## src/rtl/pcsu_pkg.sv

```systemverilog
// Package: operation codes and stack sequencer states shared by the
// program-counter unit. Assumes a 4-bit decoded operation field.
package pcsu_pkg;
    typedef enum logic [3:0] {
        OP_JMP   = 4'd0,
        OP_JMPX  = 4'd1,
        OP_CALL  = 4'd2,
        OP_RET   = 4'd3,
        OP_SEQI  = 4'd4,
        OP_SNEI  = 4'd5,
        OP_SEQR  = 4'd6,
        OP_SNER  = 4'd7,
        OP_SYS   = 4'd8
    } pcsu_op_e;

    typedef enum logic [2:0] {
        ST_IDLE, ST_CALL_HI, ST_CALL_LO, ST_RET_HI, ST_RET_LO, ST_RET_FIN
    } pcsu_stk_e;
endpackage

```

## src/rtl/pcsu_next_pc.sv

```systemverilog
// Module: combinational next-PC evaluator for every single-cycle operation.
// Assumes PC is two bytes wide; flags calls/returns so the sequencer takes them.
module pcsu_next_pc #(
    parameter int PW       = 16,
    parameter int OW       = 12,
    parameter int N_SYS    = 2,
    parameter logic [N_SYS*OW-1:0] SYS_LIST = {12'h0EE, 12'h0E0}
) (
    input  logic [3:0]    op,
    input  logic [OW-1:0] addr_opnd,
    input  logic [7:0]    vx,
    input  logic [7:0]    vy,
    input  logic [7:0]    v0,
    input  logic [7:0]    imm,
    input  logic [PW-1:0] pc_cur,
    output logic [PW-1:0] pc_nxt,
    output logic          illegal,
    output logic          is_call,
    output logic          is_ret
);
    import pcsu_pkg::*;

    localparam logic [PW-1:0] STEP = PW'(2);

    logic [N_SYS-1:0] sys_hit;
    logic [PW-1:0]    opnd_ext;

    assign opnd_ext = PW'(addr_opnd);

    // One comparator per entry of the allowed system-call list.
    for (genvar g = 0; g < N_SYS; g++) begin : g_sys
        assign sys_hit[g] = (addr_opnd == SYS_LIST[g*OW +: OW]);
    end

    // Select the next PC and classify the operation.
    always_comb begin
        pc_nxt  = pc_cur;
        illegal = 1'b0;
        is_call = 1'b0;
        is_ret  = 1'b0;
        case (op)
            OP_JMP:  pc_nxt = opnd_ext;
            OP_JMPX: pc_nxt = opnd_ext + PW'(v0);
            OP_CALL: is_call = 1'b1;
            OP_RET:  is_ret  = 1'b1;
            OP_SEQI: if (vx == imm) pc_nxt = pc_cur + STEP;
            OP_SNEI: if (vx != imm) pc_nxt = pc_cur + STEP;
            OP_SEQR: if (vx == vy)  pc_nxt = pc_cur + STEP;
            OP_SNER: if (vx != vy)  pc_nxt = pc_cur + STEP;
            OP_SYS:  illegal = ~|sys_hit;
            default: illegal = 1'b1;
        endcase
    end
endmodule

```

## src/rtl/pcsu_stack_seq.sv

```systemverilog
// Module: return-stack sequencer. Owns the stack pointer and drives a
// byte-wide synchronous memory (read data one cycle after the address).
// Saved PCs are big-endian; the stack grows downward, SP at the next free slot.
module pcsu_stack_seq #(
    parameter int          AW        = 16,
    parameter int          PW        = 16,
    parameter logic [AW-1:0] STACK_TOP = 16'h0EFE
) (
    input  logic          clk,
    input  logic          rst_n,
    input  logic          go_call,
    input  logic          go_ret,
    input  logic [PW-1:0] tgt,
    input  logic [PW-1:0] pc_cur,
    input  logic [7:0]    mem_rdata,
    output logic          busy,
    output logic          fin,
    output logic [PW-1:0] pc_new,
    output logic [AW-1:0] sp_out,
    output logic [AW-1:0] mem_addr,
    output logic          mem_we,
    output logic [7:0]    mem_wdata
);
    import pcsu_pkg::*;

    localparam logic [AW-1:0] SLOT = AW'(2);

    pcsu_stk_e     st;
    logic [AW-1:0] sp_q;
    logic [PW-1:0] tgt_q;
    logic [7:0]    hi_q;

    // State, stack pointer, call target and fetched high byte.
    always_ff @(posedge clk) begin
        if (!rst_n) begin
            st    <= ST_IDLE;
            sp_q  <= STACK_TOP;
            tgt_q <= '0;
            hi_q  <= '0;
        end else begin
            case (st)
                ST_IDLE: begin
                    if (go_call) begin
                        tgt_q <= tgt;
                        st    <= ST_CALL_HI;
                    end else if (go_ret) begin
                        st <= ST_RET_HI;
                    end
                end
                ST_CALL_HI: st <= ST_CALL_LO;
                ST_CALL_LO: begin
                    sp_q <= sp_q - SLOT;
                    st   <= ST_IDLE;
                end
                ST_RET_HI: st <= ST_RET_LO;
                ST_RET_LO: begin
                    hi_q <= mem_rdata;
                    st   <= ST_RET_FIN;
                end
                ST_RET_FIN: begin
                    sp_q <= sp_q + SLOT;
                    st   <= ST_IDLE;
                end
                default: st <= ST_IDLE;
            endcase
        end
    end

    // Memory port: address, write strobe and byte to store per state.
    always_comb begin
        mem_we    = 1'b0;
        mem_addr  = sp_q;
        mem_wdata = pc_cur[7:0];
        case (st)
            ST_CALL_HI: begin
                mem_we    = 1'b1;
                mem_wdata = pc_cur[15:8];
            end
            ST_CALL_LO: begin
                mem_we   = 1'b1;
                mem_addr = sp_q + AW'(1);
            end
            ST_RET_HI: mem_addr = sp_q + AW'(2);
            ST_RET_LO: mem_addr = sp_q + AW'(3);
            default: ;
        endcase
    end

    // Completion and the PC value handed back to the top level.
    assign busy   = (st != ST_IDLE);
    assign fin    = (st == ST_CALL_LO) || (st == ST_RET_FIN);
    assign pc_new = (st == ST_RET_FIN) ? {hi_q, mem_rdata} : tgt_q;
    assign sp_out = sp_q;

    // a call lowers SP by exactly one slot when it completes.
    a_r6_sp_down: assert property (@(posedge clk) disable iff (!rst_n)
        (st == ST_CALL_LO) |=> (sp_q == $past(sp_q) - SLOT));
    // a return raises SP by exactly one slot when it completes.
    a_r7_sp_up: assert property (@(posedge clk) disable iff (!rst_n)
        (st == ST_RET_FIN) |=> (sp_q == $past(sp_q) + SLOT));
    // the write burst is two bytes at consecutive addresses.
    a_r6_two_bytes: assert property (@(posedge clk) disable iff (!rst_n)
        $rose(mem_we) |=> (mem_we && mem_addr == $past(mem_addr) + AW'(1)));
endmodule

```

## src/rtl/pc_stack_unit.sv

```systemverilog
// Module: top of the program-counter unit. Holds the PC register, runs
// single-cycle operations directly and hands calls/returns to the sequencer.
// Assumes start is ignored while the sequencer is busy.
module pc_stack_unit #(
    parameter int            AW        = 16,
    parameter int            OW        = 12,
    parameter int            N_SYS     = 2,
    parameter logic [N_SYS*OW-1:0] SYS_LIST = {12'h0EE, 12'h0E0},
    parameter logic [AW-1:0] STACK_TOP = 16'h0EFE,
    parameter logic [15:0]   PC_RESET  = 16'h0200
) (
    input  logic          clk,
    input  logic          rst_n,
    input  logic          start,
    input  logic [3:0]    op,
    input  logic [OW-1:0] addr_opnd,
    input  logic [7:0]    vx,
    input  logic [7:0]    vy,
    input  logic [7:0]    v0,
    input  logic [7:0]    imm,
    input  logic [7:0]    mem_rdata,
    output logic [AW-1:0] mem_addr,
    output logic          mem_we,
    output logic [7:0]    mem_wdata,
    output logic [15:0]   pc,
    output logic [AW-1:0] sp,
    output logic          done,
    output logic          err
);
    localparam int PW = 16;

    logic [PW-1:0] pc_q, pc_nxt, pc_seq;
    logic          illegal, is_call, is_ret;
    logic          busy, fin, accept;
    logic          done_q, err_q;

    pcsu_next_pc #(.PW(PW), .OW(OW), .N_SYS(N_SYS), .SYS_LIST(SYS_LIST)) u_next (
        .op(op), .addr_opnd(addr_opnd), .vx(vx), .vy(vy), .v0(v0), .imm(imm),
        .pc_cur(pc_q), .pc_nxt(pc_nxt), .illegal(illegal),
        .is_call(is_call), .is_ret(is_ret)
    );

    assign accept = start && !busy;

    pcsu_stack_seq #(.AW(AW), .PW(PW), .STACK_TOP(STACK_TOP)) u_stack (
        .clk(clk), .rst_n(rst_n),
        .go_call(accept && is_call), .go_ret(accept && is_ret),
        .tgt(PW'(addr_opnd)), .pc_cur(pc_q), .mem_rdata(mem_rdata),
        .busy(busy), .fin(fin), .pc_new(pc_seq), .sp_out(sp),
        .mem_addr(mem_addr), .mem_we(mem_we), .mem_wdata(mem_wdata)
    );

    // PC register plus the registered done/err pulses.
    always_ff @(posedge clk) begin
        if (!rst_n) begin
            pc_q   <= PC_RESET;
            done_q <= 1'b0;
            err_q  <= 1'b0;
        end else begin
            done_q <= 1'b0;
            err_q  <= 1'b0;
            if (fin) begin
                pc_q   <= pc_seq;
                done_q <= 1'b1;
            end else if (accept && !is_call && !is_ret) begin
                if (!illegal) pc_q <= pc_nxt;
                done_q <= 1'b1;
                err_q  <= illegal;
            end
        end
    end

    assign pc   = pc_q;
    assign done = done_q;
    assign err  = err_q;

    // a rejected operation leaves PC and SP as they were.
    a_r8_err_holds: assert property (@(posedge clk) disable iff (!rst_n)
        err |-> ($stable(pc) && $stable(sp)));
    // err is only ever reported together with done.
    a_r8_err_with_done: assert property (@(posedge clk) disable iff (!rst_n)
        err |-> done);
    // while the sequencer is busy a new start writes no memory change of PC.
    a_r9_busy_pc_hold: assert property (@(posedge clk) disable iff (!rst_n)
        (busy && !fin) |=> $stable(pc));
endmodule

```

## config.mk

```make
export PLATFORM = sky130hd
export DESIGN_NAME = pc_stack_unit
export DESIGN_NICKNAME = d
export VERILOG_FILES = /design/src/rtl/pcsu_pkg.sv /design/src/rtl/pcsu_next_pc.sv /design/src/rtl/pcsu_stack_seq.sv /design/src/rtl/pc_stack_unit.sv
export SDC_FILE = /design/constraint.sdc
export NUM_CORES = 1
export LEC_CHECK = 0
export BUFFER_PORTS_ARGS = -buffer_cell sky130_fd_sc_hd__buf_2
export CAP_MARGIN = 10
export CORE_UTILIZATION = 54
export CTS_BUF_LIST = sky130_fd_sc_hd__clkbuf_8
export DETAILED_ROUTE_END_ITERATION = 10
export PLACE_DENSITY = 0.85
export SLEW_MARGIN = 10
export SYNTH_ARGS = -nofsm -noshare
export SYNTH_HDL_FRONTEND = slang
export SYNTH_SLANG_ARGS = --single-unit
export TNS_END_PERCENT = 100
```

## constraint.sdc

```tcl
create_clock -name clk -period 3.4 [get_ports clk]
set_clock_uncertainty 0.1 [all_clocks]
set_input_delay 0.68 -clock clk [delete_from_list [all_inputs] [get_ports clk]]
set_output_delay 0.68 -clock clk [all_outputs]
set_load 0.01 [all_outputs]
```

==> results of run 1 <==
stage by stage:
| stage | util (%) | worst slack, ns | hold slack [ns] |
|---|---|---|---|
| final | 66.4 | 0.192 | 0.373 |
| after global routing | 66.4 | 0.0356 | 0.387 |
| after CTS | 66.4 | 0.0970 | 0.367 |
| after detailed placement | 64.7 | 0.220 | 0.353 |
| after global placement | 64.7 | 0.360 | 0.342 |
| after floorplan | - | 0.667 | 0.336 |
path summary, 6_finish.rpt:
path	from	end	slack [ns]
worst max register to register	u_stack.st[2]$_SDFFE_PN0P_	pc[12]$_SDFFE_PN0P_	0.71
worst min register to register	u_stack.hi_q[5]$_SDFFE_PN0P_	u_stack.hi_q[5]$_SDFFE_PN0P_	0.37
worst min-delay path	u_stack.hi_q[5]$_SDFFE_PN0P_	u_stack.hi_q[5]$_SDFFE_PN0P_	0.37
worst max-delay path	u_stack.sp_out[1]$_SDFFE_PN1N_	mem_addr[15]	0.19
power by group:
part	internal, mW	leakage (nW)	switching, mW	total (mW)
combinational	0.131	1.46	0.168	0.299
clock	0.260	0.0645	0.216	0.476
sequential	0.671	0.453	0.0235	0.695
worst min-delay path: stages, from the launching register on:
cell and delay (ns):
dfxtp_1 0.32, nand2_1 0.05, a21oi_1 0.06
cells by family (layout without fill, tap and decap cells):
logic type,after synthesis,after routing,share of synthesized area [%]
xor+xnor,64,64,13.9
other cells,1,1,0.0927
mux,26,26,6.68
flops,56,56,27.7
simple gates,203,203,24.7
fa+ha+maj,12,12,3.90
buf+inv,46,148,4.79
compound gates,113,113,18.3
what timing repair did:
item                       in CTS  in global routing
gates resized for setup         0                  2
setup endpoints to repair       0                  1
setup buffers                   0                  0
hold endpoints to repair        0                  0
per-layer routing:
layer | GRT usage, % | vias up | share of wire [%]
met5 | 0 | - | 0
met4 | 18.9 | 0 | 5.3
met3 | 6.53 | 59 | 8.6
met2 | 52.3 | 268 | 47
met1 | 34.6 | 1985 | 39
li1 | - | 2062 | -
Yosys cell counts (all sizes together), types with 3 or more instances:
master / count
a21oi: 28
a221oi: 4
a22oi: 6
a31oi: 6
and2: 3
and3: 3
and4: 3
buf: 10
clkbuf: 22
dfxtp: 56
ha: 11
inv: 14
mux2: 8
mux2i: 18
nand2: 67
nand2b: 5
nand3: 26
nand4: 8
nor2: 45
nor2b: 5
nor3: 11
nor4: 7
o211ai: 3
o21ai: 27
o221ai: 5
o22ai: 6
o31ai: 7
or3: 7
xnor2: 39
xor2: 25
registers in the layout, summed over array words and instances, names as in the netlist:
register and count:
pc 16, err 1, done 1, u_stack.hi_q 8, u_stack.sp_out 15, u_stack.st 3, u_stack.tgt_q 12
final cells by class:
cell class                 instances  area share (%)
clock buffer                       7            2.00
tap                               99            2.57
inverter                          14            1.09
multi-input combinational        419            56.8
clock inverter                     1           0.623
timing repair buffer             126            13.6
sequential                        56            23.3
==> metrics.cfg, run 1 <==
[layout]
n_fill_cell = 628
instances_no_fill = 722
antenna_cells = 0
multiInputGateArea_um2 = 2740
drive_gt1_share_pct = 24.7
mostFrequentLayoutCell = buf_2
fin_area_um2 = 4820
register_area_um2 = 1120
nets = 693
mostFrequentLayoutCells = buf_2, nand2_1, dfxtp_1, nor2_1, xnor2_1
syn2layout_area_growth_pct = 19.1

[placed_design]
portBuffers = 116
gp_congestion = 0.932
place_inst = 714
dpl_cell_area_um2 = 4690
hpwl_mm = 8.84

[global_route]
grt_pass1_vias = 4064
grt_overflow = 0
grt_usage_pct = 30.5
grt_max_degree = 34
antenna_found_initial = 0
grt_pass1_wl_mm = 18.6

[power_and_ir_drop]
power_mw = 1.47
leakage_nw = 1.98
pwr_density_cell_nw_per_um2 = 305
ir_worst_vdd_mv = 0.188

[route]
drc = 0
antenna_left = 0
drt-wirelength-per-cell_um = 16.4
via_per_inst = 6.06
drtIter0Drc = 372
first_pass_iters = 5
vias = 4374
totalWireLength_mm = 11.8

[cts]
cts_sinks = 56
root_buffer = clkbuf_8
cts_tree = yes
cts_hold_buf = 0
htreeDepth = 2
clk_path_buf_depth = 2
cts.clk_slew.worst_paths_ns = 0.09
clock_latency_ns = 0.31
cts_buffers = 5

[sta]
setup_tns_ns = 0
slew_viol_final = 0
worst_slew_pin_slew_ns = 1.04
rsz0062_at_grt = no
slew_headroom_pct = 30.7
finalHoldViolCount = 0
period_needed_ns = 3.21
setup_viol = 0
fin_crit_sh_pct = 94.3
fmax_mhz = 312

[logic_synthesis]
synth_edf_count = 0
synth-seq-cells = 56
synthTopCellsByArea = dfxtp_1, xnor2_1, nand2_1
yosysWarnings = 0
synth_top_area_share_pct = 27.7
postSynthAreaPerCell_um2 = 7.77
synth_area_um2 = 4050
synth_fp_nets = 592
synth_top_cell_by_area = dfxtp_1
synthArstFlopShare_pct = 0
synth_cell_types = 66
netlist_instances = 521
synth_top_flop_cell = dfxtp_1
ys_seq_area_share_pct = 27.7

[critical_path]
slowest_stage = or3_1
endpoint_kind = primary output
critical_path_class = register to primary output
cp_cell_sequence = ha_1 -> nand3_1 -> or2_1 -> or3_1 -> nor2_1 -> nand3_1 -> xnor2_1 -> buf_2
crit_path_max_incr_delay_ns = 0.43
crit_cells = 8
critPathArrivalTime_ns = 2.43
cp-start-kind = register
cp.required_ns = 2.62
reg2regPathDepth = 8
path_buf_inv = 1
cpMostUsedCell = nand3_1
path_max_fanout = 6
crit_family = simple AND/OR/NAND/NOR gates

[floorplan]
die_h_um = 88.6
num_io_pins = 118
core_um2 = 7250
start_util_pct = 55.8
core.rowCount = 31
die_x_um = 88.6
die_area_um2 = 7840

[min_path]
hp-class = register to register
whs_path_depth = 2

[run_status]
status = completed

[run]
drv_cap = 0

Power figures use the tool's default switching activity.
==> run 2: changes to the inputs <==
Settings changed: CORE_UTILIZATION 54 to 40, PLACE_DENSITY 0.85 to 0.66.
==> metrics.cfg, run 2 (synthesis results as in run 1) <==
[route]
via_per_inst = 5.55
vias = 4189
drc = 0
antenna_left = 0
first_pass_iters = 5
totalWireLength_mm = 12.1
drt-wirelength-per-cell_um = 16.1
drtIter0Drc = 259

[critical_path]
critical_path_class = register to primary output
path_max_fanout = 6
endpoint_kind = primary output
cp.required_ns = 2.62
regToRegSetupSlack_ns = 0.75
cp-start-kind = register
critPathArrivalTime_ns = 2.40

[cts]
clock_latency_ns = 0.31
cts_setup_buffers = 0
htreeDepth = 2
cts_tree = yes
clk_path_buf_depth = 2
cts_sinks = 56
cts_buffers = 5
cts.clk_slew.worst_paths_ns = 0.10
root_buffer = clkbuf_8

[power_and_ir_drop]
switchingPower_mw = 0.393
internal_power_mw = 0.935
clockPowerShare_pct = 25.3
leakage_nw = 1.96
ir_worst_vdd_mv = 0.155
switching_share_pct = 29.6
pwr_density_cell_nw_per_um2 = 276
pwr-share-seq_pct = 52.3
combPwrFrac_pct = 22.4

[sta]
period_needed_ns = 3.18
rsz0062_at_grt = no
worst_slew_pin_slew_ns = 1.11
slew_headroom_pct = 25.7
slew_viol_final = 0
fmax_mhz = 315
finalHoldViolCount = 0
setup_viol = 0
setup_tns_ns = 0
fin_crit_sh_pct = 93.5

[layout]
largest_reg_flops = 16
syn2layout_area_growth_pct = 19.1
nets = 695
n_fill_cell = 980
mostFrequentLayoutCells = buf_2, nand2_1, dfxtp_1, nor2_1, xnor2_1
instances_no_fill = 755
mostFrequentLayoutCell = buf_2
drive_gt1_share_pct = 24.6
antenna_cells = 0

[global_route]
grt_pass1_vias = 3871
grt_usage_pct = 23.5
grt_max_degree = 32
grt_pass1_wl_mm = 19.2
antenna_found_initial = 0
grt_overflow = 0

[floorplan]
core_um2 = 9770
core.rowCount = 36
num_io_pins = 118
die_x_um = 103
die_h_um = 103
die_area_um2 = 10500
start_util_pct = 41.4

[placed_design]
place_inst = 750
gp_congestion = 0.913
hpwl_mm = 9.16
portBuffers = 116

[min_path]
hp-class = register to register

[run]
drv_cap = 0

[run_status]
status = completed

==> run 2: cell types whose count changed in the layout (fill, tap and decap cells not counted) <==
cell / previous run / this run
bufinv_16: 1 / 0
clkbuf_8: 7 / 5
buf_4: 10 / 12
==> run 2: routing by layer <==
| layer | GRT usage [%] | share of wire, % | up-vias |
|---|---|---|---|
| met5 | 0 | 0 | - |
| met4 | 8.57 | 2.4 | 0 |
| met3 | 2.85 | 5.6 | 19 |
| met2 | 41.5 | 49 | 146 |
| met1 | 29.1 | 43 | 1971 |
| li1 | - | - | 2053 |
==> run 2: timing repair <==
item	in CTS	in global routing
endpoints found under the setup margin	0	1
hold buffers	0	0
resized for setup	0	2
==> run 2: cell type report <==
type	count	area [µm²]	area share [%]
multi-input combinational	419	2740	56.8
sequential	56	1120	23.3
tap	133	166	3.45
timing repair buffer	128	671	13.9
inverter	14	52.6	1.09
clock buffer	5	68.8	1.43
==> run 2: stage by stage <==
step	instance area, µm²	hold slack (ns)	util (%)	worst slack (ns)	power (mW)
6_report	4820	0.363	49.3	0.222	1.33
5_1_grt	4820	0.382	49.3	0.0370	1.40
4_1_cts	4820	0.365	49.3	0.123	1.34
3_5_place_dp	4750	0.351	48.6	0.218	1.00
3_3_place_gp	4750	0.344	48.6	0.342	1.00
2_1_floorplan	4050	0.336	-	0.667	0.882
==> run 2: critical path: stages, from the launching register on <==
cell,delay (ns)
dfxtp_2,0.40
ha_1,0.21
nand3_1,0.12
or2_1,0.34
or3_1,0.42
nor2_1,0.18
nand3_1,0.12
xnor2_1,0.14
buf_2,0.15
==> run 2: worst paths after layout <==
path | from | to | cells after the start
worst max-delay path | u_stack.sp_out[1]$_SDFFE_PN1N_ | mem_addr[15] | 8
worst min-delay path | u_stack.hi_q[7]$_SDFFE_PN0P_ | u_stack.hi_q[7]$_SDFFE_PN0P_ | 2
worst max register to register | u_stack.st[2]$_SDFFE_PN0P_ | pc[13]$_SDFFE_PN0P_ | 8
worst min register to register | u_stack.hi_q[7]$_SDFFE_PN0P_ | u_stack.hi_q[7]$_SDFFE_PN0P_ | 2
==> run 2: power by group through the flow <==
stage	sequential (mW)	clock (mW)	combinational, mW
after CTS	0.695	0.349	0.295
after global routing	0.698	0.375	0.328
after detailed placement	0.711	0	0.294
after global placement	0.710	0	0.289
after floorplan	0.709	0	0.173
final	0.695	0.336	0.297
